**config.mk**
```make
export PLATFORM = sky130hd
export DESIGN_NAME = alarm_rtc
export DESIGN_NICKNAME = d
export VERILOG_FILES = /design/src/rtl/alarm_rtc_pkg.sv /design/src/rtl/alarm_rtc_ctrl.sv /design/src/rtl/alarm_rtc_datapath.sv /design/src/rtl/alarm_rtc.sv
export SDC_FILE = /design/constraint.sdc
export NUM_CORES = 1
export LEC_CHECK = 0
export ABC_CLOCK_PERIOD_IN_PS = 5740
export BUFFER_PORTS_ARGS = -buffer_cell sky130_fd_sc_hd__buf_4
export CELL_PAD_IN_SITES_DETAIL_PLACEMENT = 0
export CELL_PAD_IN_SITES_GLOBAL_PLACEMENT = 2
export CORE_MARGIN = 4
export CORE_UTILIZATION = 41
export DETAILED_ROUTE_END_ITERATION = 8
export GPL_TIMING_DRIVEN = 0
export PLACE_DENSITY = 0.91
export SLEW_MARGIN = 15
export SYNTH_ARGS = -nofsm -noshare
export SYNTH_HDL_FRONTEND = slang
export SYNTH_SLANG_ARGS = --single-unit
```
**constraint.sdc**
```tcl
create_clock -name clk -period 5.74 [get_ports clk]
set_clock_uncertainty 0.05 [all_clocks]
set_input_delay 0.574 -clock clk [delete_from_list [all_inputs] [get_ports clk]]
set_output_delay 0.574 -clock clk [all_outputs]
set_load 0.01 [all_outputs]
```
**src/rtl/alarm_rtc_pkg.sv**
```systemverilog
package alarm_rtc_pkg;
  localparam int ADDR_W = 7;

  localparam logic [ADDR_W-1:0] OFF_COUNT   = 7'h00;
  localparam logic [ADDR_W-1:0] OFF_CMP_A   = 7'h04;
  localparam logic [ADDR_W-1:0] OFF_STATUS  = 7'h08;
  localparam logic [ADDR_W-1:0] OFF_DIV     = 7'h0C;
  localparam logic [ADDR_W-1:0] OFF_CMP_B   = 7'h18;
  localparam logic [ADDR_W-1:0] OFF_CLKSEL  = 7'h1C;
  localparam logic [ADDR_W-1:0] OFF_SCRATCH = 7'h40;

  localparam int BIT_EV_A    = 0;
  localparam int BIT_EV_TICK = 1;
  localparam int BIT_EN_A    = 2;
  localparam int BIT_EN_TICK = 3;
  localparam int BIT_EV_B    = 4;
  localparam int BIT_EN_B    = 6;

  localparam int SEL_W = 2;
  localparam logic [SEL_W-1:0] SEL_XTAL = 2'd3;

  typedef struct packed {
    logic wrCount;
    logic wrCmpA;
    logic wrCmpB;
    logic wrStatus;
    logic wrDiv;
    logic wrClkSel;
    logic wrScratch;
    logic xtalEdge;
  } rtcStrobes_t;
endpackage

```
**src/rtl/alarm_rtc_ctrl.sv**
```systemverilog
module alarm_rtc_ctrl
  import alarm_rtc_pkg::*;
#(
  parameter int DATA_W      = 32,
  parameter int DIV_W       = 10,
  parameter int SYNC_STAGES = 2
) (
  input  logic                 clk,
  input  logic                 rstN,
  input  logic                 xtalClk,
  input  logic                 busSel,
  input  logic                 busWr,
  input  logic [ADDR_W-1:0]    busAddr,
  input  logic [DATA_W-1:0]    countVal,
  input  logic [DATA_W-1:0]    cmpAVal,
  input  logic [DATA_W-1:0]    cmpBVal,
  input  logic [DATA_W-1:0]    statusWord,
  input  logic [DIV_W-1:0]     divVal,
  input  logic [SEL_W-1:0]     clkSelVal,
  input  logic [DATA_W-1:0]    scratchVal,
  output rtcStrobes_t          strobes,
  output logic [DATA_W-1:0]    busRdata
);
  logic [SYNC_STAGES-1:0] xtalSync;
  logic                   xtalPrev;
  logic                   wrReq;
  logic                   rdReq;
  logic [DATA_W-1:0]      rdMux;

  // crystal level is brought in through a plain bit synchronizer, then edge-detected
  always_ff @(posedge clk) begin
    if (!rstN) begin
      xtalSync <= '0;
      xtalPrev <= 1'b0;
    end else begin
      xtalSync <= {xtalSync[SYNC_STAGES-2:0], xtalClk};
      xtalPrev <= xtalSync[SYNC_STAGES-1];
    end
  end

  assign wrReq = busSel & busWr;
  assign rdReq = busSel & ~busWr;

  always_comb begin
    strobes.wrCount   = wrReq && (busAddr == OFF_COUNT);
    strobes.wrCmpA    = wrReq && (busAddr == OFF_CMP_A);
    strobes.wrCmpB    = wrReq && (busAddr == OFF_CMP_B);
    strobes.wrStatus  = wrReq && (busAddr == OFF_STATUS);
    strobes.wrDiv     = wrReq && (busAddr == OFF_DIV);
    strobes.wrClkSel  = wrReq && (busAddr == OFF_CLKSEL);
    strobes.wrScratch = wrReq && (busAddr == OFF_SCRATCH);
    strobes.xtalEdge  = xtalSync[SYNC_STAGES-1] & ~xtalPrev;
  end

  always_comb begin
    case (busAddr)
      OFF_COUNT:   rdMux = countVal;
      OFF_CMP_A:   rdMux = cmpAVal;
      OFF_STATUS:  rdMux = statusWord;
      OFF_DIV:     rdMux = {{(DATA_W-DIV_W){1'b0}}, divVal};
      OFF_CMP_B:   rdMux = cmpBVal;
      OFF_CLKSEL:  rdMux = {{(DATA_W-SEL_W){1'b0}}, clkSelVal};
      OFF_SCRATCH: rdMux = scratchVal;
      default:     rdMux = '0;
    endcase
  end

  always_ff @(posedge clk) begin
    if (!rstN)      busRdata <= '0;
    else if (rdReq) busRdata <= rdMux;
  end
endmodule

```
**src/rtl/alarm_rtc_datapath.sv**
```systemverilog
module alarm_rtc_datapath
  import alarm_rtc_pkg::*;
#(
  parameter int DATA_W = 32,
  parameter int DIV_W  = 10,
  parameter int N_CMP  = 2
) (
  input  logic              clk,
  input  logic              rstN,
  input  rtcStrobes_t       strobes,
  input  logic [DATA_W-1:0] wdata,
  output logic [DATA_W-1:0] countVal,
  output logic [DATA_W-1:0] cmpAVal,
  output logic [DATA_W-1:0] cmpBVal,
  output logic [DATA_W-1:0] statusWord,
  output logic [DIV_W-1:0]  divVal,
  output logic [SEL_W-1:0]  clkSelVal,
  output logic [DATA_W-1:0] scratchVal,
  output logic              tickPulse,
  output logic              irq
);
  localparam int PRE_W = DIV_W + 1;

  logic [PRE_W-1:0]  preCnt;
  logic [PRE_W-1:0]  preMax;
  logic              preClear;
  logic              edgeLive;
  logic              countUpd;
  logic [DATA_W-1:0] nextCount;
  logic [DATA_W-1:0] cmpReg [N_CMP];
  logic [N_CMP-1:0]  cmpEv;
  logic [N_CMP-1:0]  cmpEn;
  logic              tickEv;
  logic              tickEn;

  assign preMax   = {divVal, 1'b1};
  assign preClear = strobes.wrCount | strobes.wrDiv;
  assign edgeLive = strobes.xtalEdge && (clkSelVal == SEL_XTAL) && !preClear;
  assign tickPulse = edgeLive && (preCnt == preMax);

  always_ff @(posedge clk) begin
    if (!rstN)            preCnt <= '0;
    else if (preClear)    preCnt <= '0;
    else if (tickPulse)   preCnt <= '0;
    else if (edgeLive)    preCnt <= preCnt + 1'b1;
  end

  assign countUpd  = strobes.wrCount | tickPulse;
  assign nextCount = strobes.wrCount ? wdata : countVal + 1'b1;

  always_ff @(posedge clk) begin
    if (!rstN)         countVal <= '0;
    else if (countUpd) countVal <= nextCount;
  end

  always_ff @(posedge clk) begin
    if (!rstN) begin
      divVal     <= '1;
      clkSelVal  <= '0;
      scratchVal <= '0;
    end else begin
      if (strobes.wrDiv)     divVal     <= wdata[DIV_W-1:0];
      if (strobes.wrClkSel)  clkSelVal  <= wdata[SEL_W-1:0];
      if (strobes.wrScratch) scratchVal <= wdata;
    end
  end

  generate
    for (genvar gi = 0; gi < N_CMP; gi++) begin : g_cmp
      localparam int EV_BIT = (gi == 0) ? BIT_EV_A : BIT_EV_B;
      localparam int EN_BIT = (gi == 0) ? BIT_EN_A : BIT_EN_B;
      logic wrThis;
      logic hit;
      assign wrThis = (gi == 0) ? strobes.wrCmpA : strobes.wrCmpB;
      assign hit    = countUpd && (nextCount == cmpReg[gi]);

      always_ff @(posedge clk) begin
        if (!rstN) begin
          cmpReg[gi] <= '0;
          cmpEv[gi]  <= 1'b0;
          cmpEn[gi]  <= 1'b0;
        end else begin
          if (wrThis) cmpReg[gi] <= wdata;
          if (hit)
            cmpEv[gi] <= 1'b1;
          else if (strobes.wrStatus && wdata[EV_BIT])
            cmpEv[gi] <= 1'b0;
          if (strobes.wrStatus) cmpEn[gi] <= wdata[EN_BIT];
        end
      end
    end
  endgenerate

  always_ff @(posedge clk) begin
    if (!rstN) begin
      tickEv <= 1'b0;
      tickEn <= 1'b0;
    end else begin
      if (tickPulse)
        tickEv <= 1'b1;
      else if (strobes.wrStatus && wdata[BIT_EV_TICK])
        tickEv <= 1'b0;
      if (strobes.wrStatus) tickEn <= wdata[BIT_EN_TICK];
    end
  end

  assign cmpAVal = cmpReg[0];
  assign cmpBVal = cmpReg[1];

  always_comb begin
    statusWord              = '0;
    statusWord[BIT_EV_A]    = cmpEv[0];
    statusWord[BIT_EV_TICK] = tickEv;
    statusWord[BIT_EN_A]    = cmpEn[0];
    statusWord[BIT_EN_TICK] = tickEn;
    statusWord[BIT_EV_B]    = cmpEv[1];
    statusWord[BIT_EN_B]    = cmpEn[1];
  end

  assign irq = |(cmpEv & cmpEn) | (tickEv & tickEn);
endmodule

```
**src/rtl/alarm_rtc.sv**
```systemverilog
module alarm_rtc
  import alarm_rtc_pkg::*;
#(
  parameter int DATA_W = 32,
  parameter int DIV_W  = 10
) (
  input  logic              clk,
  input  logic              rstN,
  input  logic              xtalClk,
  input  logic              busSel,
  input  logic              busWr,
  input  logic [6:0]        busAddr,
  input  logic [DATA_W-1:0] busWdata,
  output logic [DATA_W-1:0] busRdata,
  output logic              irq
);
  rtcStrobes_t       strobes;
  logic [DATA_W-1:0] countVal;
  logic [DATA_W-1:0] cmpAVal;
  logic [DATA_W-1:0] cmpBVal;
  logic [DATA_W-1:0] statusWord;
  logic [DIV_W-1:0]  divVal;
  logic [SEL_W-1:0]  clkSelVal;
  logic [DATA_W-1:0] scratchVal;
  logic              tickPulse;

  alarm_rtc_ctrl #(.DATA_W(DATA_W), .DIV_W(DIV_W), .SYNC_STAGES(2)) u_ctrl (
    .clk(clk), .rstN(rstN), .xtalClk(xtalClk),
    .busSel(busSel), .busWr(busWr), .busAddr(busAddr),
    .countVal(countVal), .cmpAVal(cmpAVal), .cmpBVal(cmpBVal),
    .statusWord(statusWord), .divVal(divVal), .clkSelVal(clkSelVal),
    .scratchVal(scratchVal), .strobes(strobes), .busRdata(busRdata)
  );

  alarm_rtc_datapath #(.DATA_W(DATA_W), .DIV_W(DIV_W), .N_CMP(2)) u_dp (
    .clk(clk), .rstN(rstN), .strobes(strobes), .wdata(busWdata),
    .countVal(countVal), .cmpAVal(cmpAVal), .cmpBVal(cmpBVal),
    .statusWord(statusWord), .divVal(divVal), .clkSelVal(clkSelVal),
    .scratchVal(scratchVal), .tickPulse(tickPulse), .irq(irq)
  );
endmodule

```
==> flow_summary.json, run 1 <==
{
  "power_leakage_nw": 4.37,
  "hold_viol": 0,
  "postCtsHoldBufs": 0,
  "cts_buffers": 17,
  "dpl.hpwl_mm": 40.4,
  "core_area_mm2": 0.0272,
  "first_iter_violations": 1530,
  "num_rows": 60,
  "slowest_stage": "nor4_1",
  "crit_type": "input pin to register",
  "holdCritPathClass": "input pin to register",
  "placed_cell_area_mm2": 0.0125,
  "layout_worst_path_cycle_share": 0.876,
  "drv_slew": 0,
  "status": "finished, final reports clean",
  "io_buffers": 70,
  "grt_use_total": 0.331,
  "final-instance-count-excl-fill": 1828,
  "wl_mm": 51.6,
  "grt_max_degree": 22,
  "cts.reportedPaths.clkPinSlew_ps": 80,
  "cts_tree": "built",
  "yosysWarnings": 0,
  "finalSetupViolCount": 0,
  "syn_area_per_cell_um2": 8.48,
  "die_y_um": 175,
  "worstSkewPairLatency_ps": 460,
  "postLayoutCoreUtil": 0.483,
  "setup_slack_ps": 713,
  "layout_min_cycle_time_ps": 5030,
  "area_growth_pct": 14.7,
  "netlist_top_cells_area": "dfxtp_1 (22%), edfxtp_1 (17%), nand2_1 (4.9%), and2_1 (4.3%), a21oi_1 (4.2%)",
  "synth_ff_type": "dfxtp_1",
  "critPathMaxFanout": 10,
  "drtAntennaViolNets": 0,
  "layout.nets": 1488,
  "start_util": 0.421,
  "arrival_ps": 5380,
  "worstPathCellList": "buf_2 > nand3b_1 > or3_4 > buf_6 > buf_6 > clkbuf_1 > clkbuf_1 > o22ai_1 > nor4_1 > nand4_1 > nor4_1 > a21o_1",
  "yosys.area.top_type": "dfxtp_1",
  "drt-pass1-iter-count": 8,
  "slew_headroom": 0.201,
  "ys_types": 81,
  "max_freq_mhz": 199,
  "crit_buf_inv": 5,
  "antenna_found_initial": 0,
  "ys_ff_latch": 192,
  "tns_ps": 0,
  "ctsResizeCount": 0,
  "grt_pass1_wl_mm": 74.6,
  "ys_seq_area_frac": 0.392,
  "slowest_delay_ps": 870,
  "wl_per_cell_um": 28.2,
  "rsz0062_at_grt": "false",
  "boundaryPins": 77,
  "grt_pass1_vias": 11000,
  "worstMarginPinSlew_ps": 1190,
  "syn-cell-area_mm2": 0.0114,
  "async_flop_share": 0,
  "whs_ps": 288,
  "cts_setup_buffers": 0,
  "synth_fp_nets": 1395,
  "crit_family": "simple AND/OR/NAND/NOR gates",
  "end_kind": "register",
  "post-place-cells": 1795,
  "vias_per_cell": 6.29,
  "die_area_mm2": 0.0306,
  "design_area_mm2": 0.0131,
  "clock-sinks": 192,
  "grt_overflow": 0,
  "power_density_mw_per_mm2": 222,
  "most-common-layout-cells": "nand2_1 (146), dfxtp_1 (128), nor2_1 (126), a21oi_1 (96), clkbuf_1 (92)",
  "dp_worst_setup_slack_ps": 654,
  "synth_edf_count": 64,
  "syn_inst": 1349,
  "layout_commonest_cell": "nand2_1",
  "clockBufferDepth": 2,
  "cts_root_buffer": "clkbuf_16",
  "post-route-drc-count": 0,
  "die_x_um": 175,
  "synth_top_area_frac": 0.224,
  "finalPower_mw": 2.92,
  "num_vias": 11500,
  "max-vdd-ir-drop_mv": 0.233,
  "htree_levels": 4,
  "cp.required_ps": 6090,
  "drive_gt1_frac": 0.123,
  "place.gp.congestion": 1.00,
  "critPathLaunchType": "input pin",
  "maxCapViolCount": 0
}
-- cells in the mapped netlist, drive strengths merged, types with 15 or more instances --
cell type    n
nand2      148
and2        79
dfxtp      128
xnor2       53
o21ai       31
a222oi      31
or3         15
buf         19
a21oi       96
edfxtp      64
a211oi      33
nand4       43
clkbuf      94
nor2       126
xor2        43
mux2i       15
mux2        26
or4         15
nor4        35
nand3       38
nor3        16
inv         32
-- path summary, 6_finish.rpt --
path	slack (ps)	to	startpoint	cells after the start
setup / recovery	710	u_dp.statusWord[0]$_SDFFE_PN0P_	busAddr[6]	12
hold reg to reg	390	u_ctrl.xtalSync[1]$_SDFF_PN0_	u_ctrl.xtalSync[0]$_SDFF_PN0_	1
setup reg to reg	980	u_dp.statusWord[0]$_SDFFE_PN0P_	u_dp.countVal[1]$_SDFFE_PN0P_	11
hold / removal	290	u_ctrl.xtalSync[0]$_SDFF_PN0_	xtalClk	2
-- kinds of logic after synthesis --
family | after synthesis | share of synthesized area
flip-flops | 192 | 0.392
multiplexers | 41 | 0.0390
AND/OR/NAND/NOR | 572 | 0.259
XOR/XNOR | 96 | 0.0735
adder cells (fa/ha/maj) | 2 | 0.00219
AO/OA/AOI/OAI | 301 | 0.184
buffers and inverters | 145 | 0.0511
-- routing by layer --
layer,GRT usage,share of wire
met5,0,0
met4,0.162,0.052
met3,0.0459,0.079
met2,0.547,0.47
met1,0.425,0.40
-- power by group --
| group | internal [mW] | leakage [nW] | switching, mW | total (mW) |
|---|---|---|---|---|
| Clock | 0.612 | 0.285 | 0.614 | 1.23 |
| Sequential | 1.43 | 1.64 | 0.0458 | 1.47 |
| Combinational | 0.0706 | 2.44 | 0.148 | 0.218 |
| Total | 2.11 | 4.37 | 0.807 | 2.92 |
-- registers in the layout (all words and copies together) (netlist names), 4 cells and up --
signal / count
u_ctrl.busRdata: 32
u_dp.cmpReg: 64
u_dp.countVal: 32
u_dp.divVal: 10
u_dp.preCnt: 11
u_dp.scratchVal: 32
u_dp.statusWord: 4
-- area by class of cell --
| cell class | instances | area (µm²) |
|---|---|---|
| clock buffer | 20 | 468 |
| clock inverter | 12 | 116 |
| fill | 2742 | 14100 |
| timing repair buffer | 74 | 596 |
| buffer | 113 | 464 |
| tap | 372 | 465 |
| sequential | 192 | 4480 |
| multi-input combinational | 1012 | 6400 |
| antenna | 1 | 2.50 |
| inverter | 32 | 120 |
Power figures use the tool's default switching activity.
==> run 2, diff against run 1 <==
--- a/config.mk
+++ b/config.mk
@@ -9,6 +9,7 @@
 export BUFFER_PORTS_ARGS = -buffer_cell sky130_fd_sc_hd__buf_4
 export CELL_PAD_IN_SITES_DETAIL_PLACEMENT = 0
 export CELL_PAD_IN_SITES_GLOBAL_PLACEMENT = 2
+export CORE_ASPECT_RATIO = 2
 export CORE_MARGIN = 4
 export CORE_UTILIZATION = 41
 export DETAILED_ROUTE_END_ITERATION = 8
==> run 2 against run 1 <==
  * Power grew 2.2%
  * Sequential cell count unchanged
  * Die area up 0.53%
  * Non-clock buffer count is the same
  * Combinational power up 3%
  * Critical endpoint unchanged
  * Largest cell class unchanged
  * Largest power group unchanged
==> flow_summary.json, run 2 (synthesis results as in run 1) <==
{
  "multiInputGateArea_mm2": 0.00642,
  "cts.reportedPaths.clkPinSlew_ps": 90,
  "grt_overflow": 0,
  "boundaryPins": 77,
  "grt_pass1_wl_mm": 83.2,
  "finalSetupViolCount": 0,
  "antenna_found_initial": 0,
  "vias_per_cell": 6.44,
  "first_iter_violations": 1300,
  "regMostFlops": "u_dp.cmpReg",
  "wl_per_cell_um": 32.7,
  "critPathMaxFanout": 10,
  "worstReg2RegStart": "u_dp.countVal[3]$_SDFFE_PN0P_",
  "die_y_um": 244,
  "critPathLaunchType": "input pin",
  "worstPathCellList": "buf_4 > or4_1 > buf_2 > buf_2 > nor4_1 > a31oi_1 > xor2_1 > a311oi_1 > nand4_1 > a2111oi_0 > a21o_1",
  "slowest_delay_ps": 930,
  "n_antenna_cell": 0,
  "postCtsHoldBufs": 0,
  "whs_ps": 248,
  "critPathLaunch": "busAddr[4]",
  "cts_setup_buffers": 0,
  "hold_viol": 0,
  "area_growth_pct": 14.9,
  "arrival_ps": 5840,
  "layout_min_cycle_time_ps": 5460,
  "layout_commonest_cell": "nand2_1",
  "cp.required_ps": 6110,
  "slowest_stage": "a311oi_1",
  "clockBufferDepth": 2,
  "ctsResizeCount": 0,
  "most-common-layout-cells": "nand2_1 (146), dfxtp_1 (128), nor2_1 (126), a21oi_1 (96), clkbuf_1 (91)",
  "drtAntennaViolNets": 0,
  "cts_root_buffer": "clkbuf_16",
  "slew_headroom": 0.153,
  "power_leakage_nw": 4.40,
  "place.gp.congestion": 1.10,
  "dpl.hpwl_mm": 47.1,
  "endpoint": "u_dp.statusWord[0]$_SDFFE_PN0P_",
  "clock-sinks": 192,
  "cpMostUsedCell": "buf_2",
  "die_x_um": 126,
  "core_area_mm2": 0.0275,
  "cts_buffers": 17,
  "worstRegToRegCells": 10,
  "htree_levels": 4,
  "r2r_slack_ps": 380,
  "maxCapViolCount": 0,
  "power_density_mw_per_mm2": 227,
  "num_vias": 11600,
  "io_buffers": 70,
  "drv_slew": 0,
  "start_util": 0.415,
  "drt-pass1-iter-count": 7,
  "end_kind": "register",
  "grt_pass1_vias": 11600,
  "drive_gt1_frac": 0.124,
  "worstMarginPinSlew_ps": 1260,
  "wl_mm": 59.1,
  "regArea_mm2": 0.00448,
  "post-route-drc-count": 0,
  "fillers": 2825,
  "layout.nets": 1488,
  "worstSkewPairLatency_ps": 480,
  "holdCritPathClass": "input pin to register",
  "cts_tree": "built",
  "r2r_end": "u_dp.statusWord[0]$_SDFFE_PN0P_",
  "num_rows": 86,
  "layout_worst_path_cycle_share": 0.952,
  "status": "finished, final reports clean",
  "tns_ps": 0,
  "max-vdd-ir-drop_mv": 0.211,
  "grt_use_total": 0.380,
  "rsz0062_at_grt": "false",
  "grt_max_degree": 26,
  "max_freq_mhz": 183,
  "crit_type": "input pin to register",
  "largest_register_ffs": 64,
  "die_area_mm2": 0.0308
}
==> run 2: worst max-delay path: cells and delay by family <==
kind            cells  cell delay (ps)
buf+inv             3              590
xor+xnor            1              270
simple gates        3             1890
compound gates      4             2500
==> run 2: layout make-up <==
class	instances	share of cell area
repair buffers	74	0.0446
clock inverters	14	0.0135
multi-input cells	1012	0.488
flip-flops and latches	192	0.341
clock buffers	18	0.0343
well taps	352	0.0335
plain buffers	113	0.0353
inverters	32	0.00914
==> run 2: worst min path at each step <==
stage,start,to,slack [ps],cells after the start
2_1_floorplan,u_ctrl.xtalSync[0]$_SDFF_PN0_,u_ctrl.xtalSync[1]$_SDFF_PN0_,360,1
3_3_place_gp,u_ctrl.xtalSync[0]$_SDFF_PN0_,u_ctrl.xtalSync[1]$_SDFF_PN0_,370,1
3_5_place_dp,u_ctrl.xtalSync[0]$_SDFF_PN0_,u_ctrl.xtalSync[1]$_SDFF_PN0_,390,1
4_1_cts,xtalClk,u_ctrl.xtalSync[0]$_SDFF_PN0_,240,2
5_1_grt,xtalClk,u_ctrl.xtalSync[0]$_SDFF_PN0_,270,2
6_report,xtalClk,u_ctrl.xtalSync[0]$_SDFF_PN0_,250,2
==> run 2: routing by layer <==
layer	up-vias	wire, µm	global-route usage
met1	5680	18900	0.369
met3	244	3030	0.0555
li1	5136	-	-
met5	-	0	0
met2	582	30200	0.679
met4	0	6910	0.348
==> run 2: through the flow <==
stage          worst slack [ps]  std cells  cell area, µm²  power [mW]   util
5_1_grt                     530       1807           13100        3.05  0.477
2_1_floorplan              2300       1349           11400        1.58      -
3_3_place_gp                294       1771           12400        1.71  0.450
3_5_place_dp                334       1775           12500        1.72  0.454
4_1_cts                     726       1807           13100        2.98  0.477
6_report                    277       1807           13100        2.98  0.477
==> run 2: where the power goes <==
group | internal [mW] | switching [mW] | leakage (nW)
Sequential | 1.43 | 0.0439 | 1.64
Clock | 0.623 | 0.663 | 0.306
Combinational | 0.0701 | 0.154 | 2.46
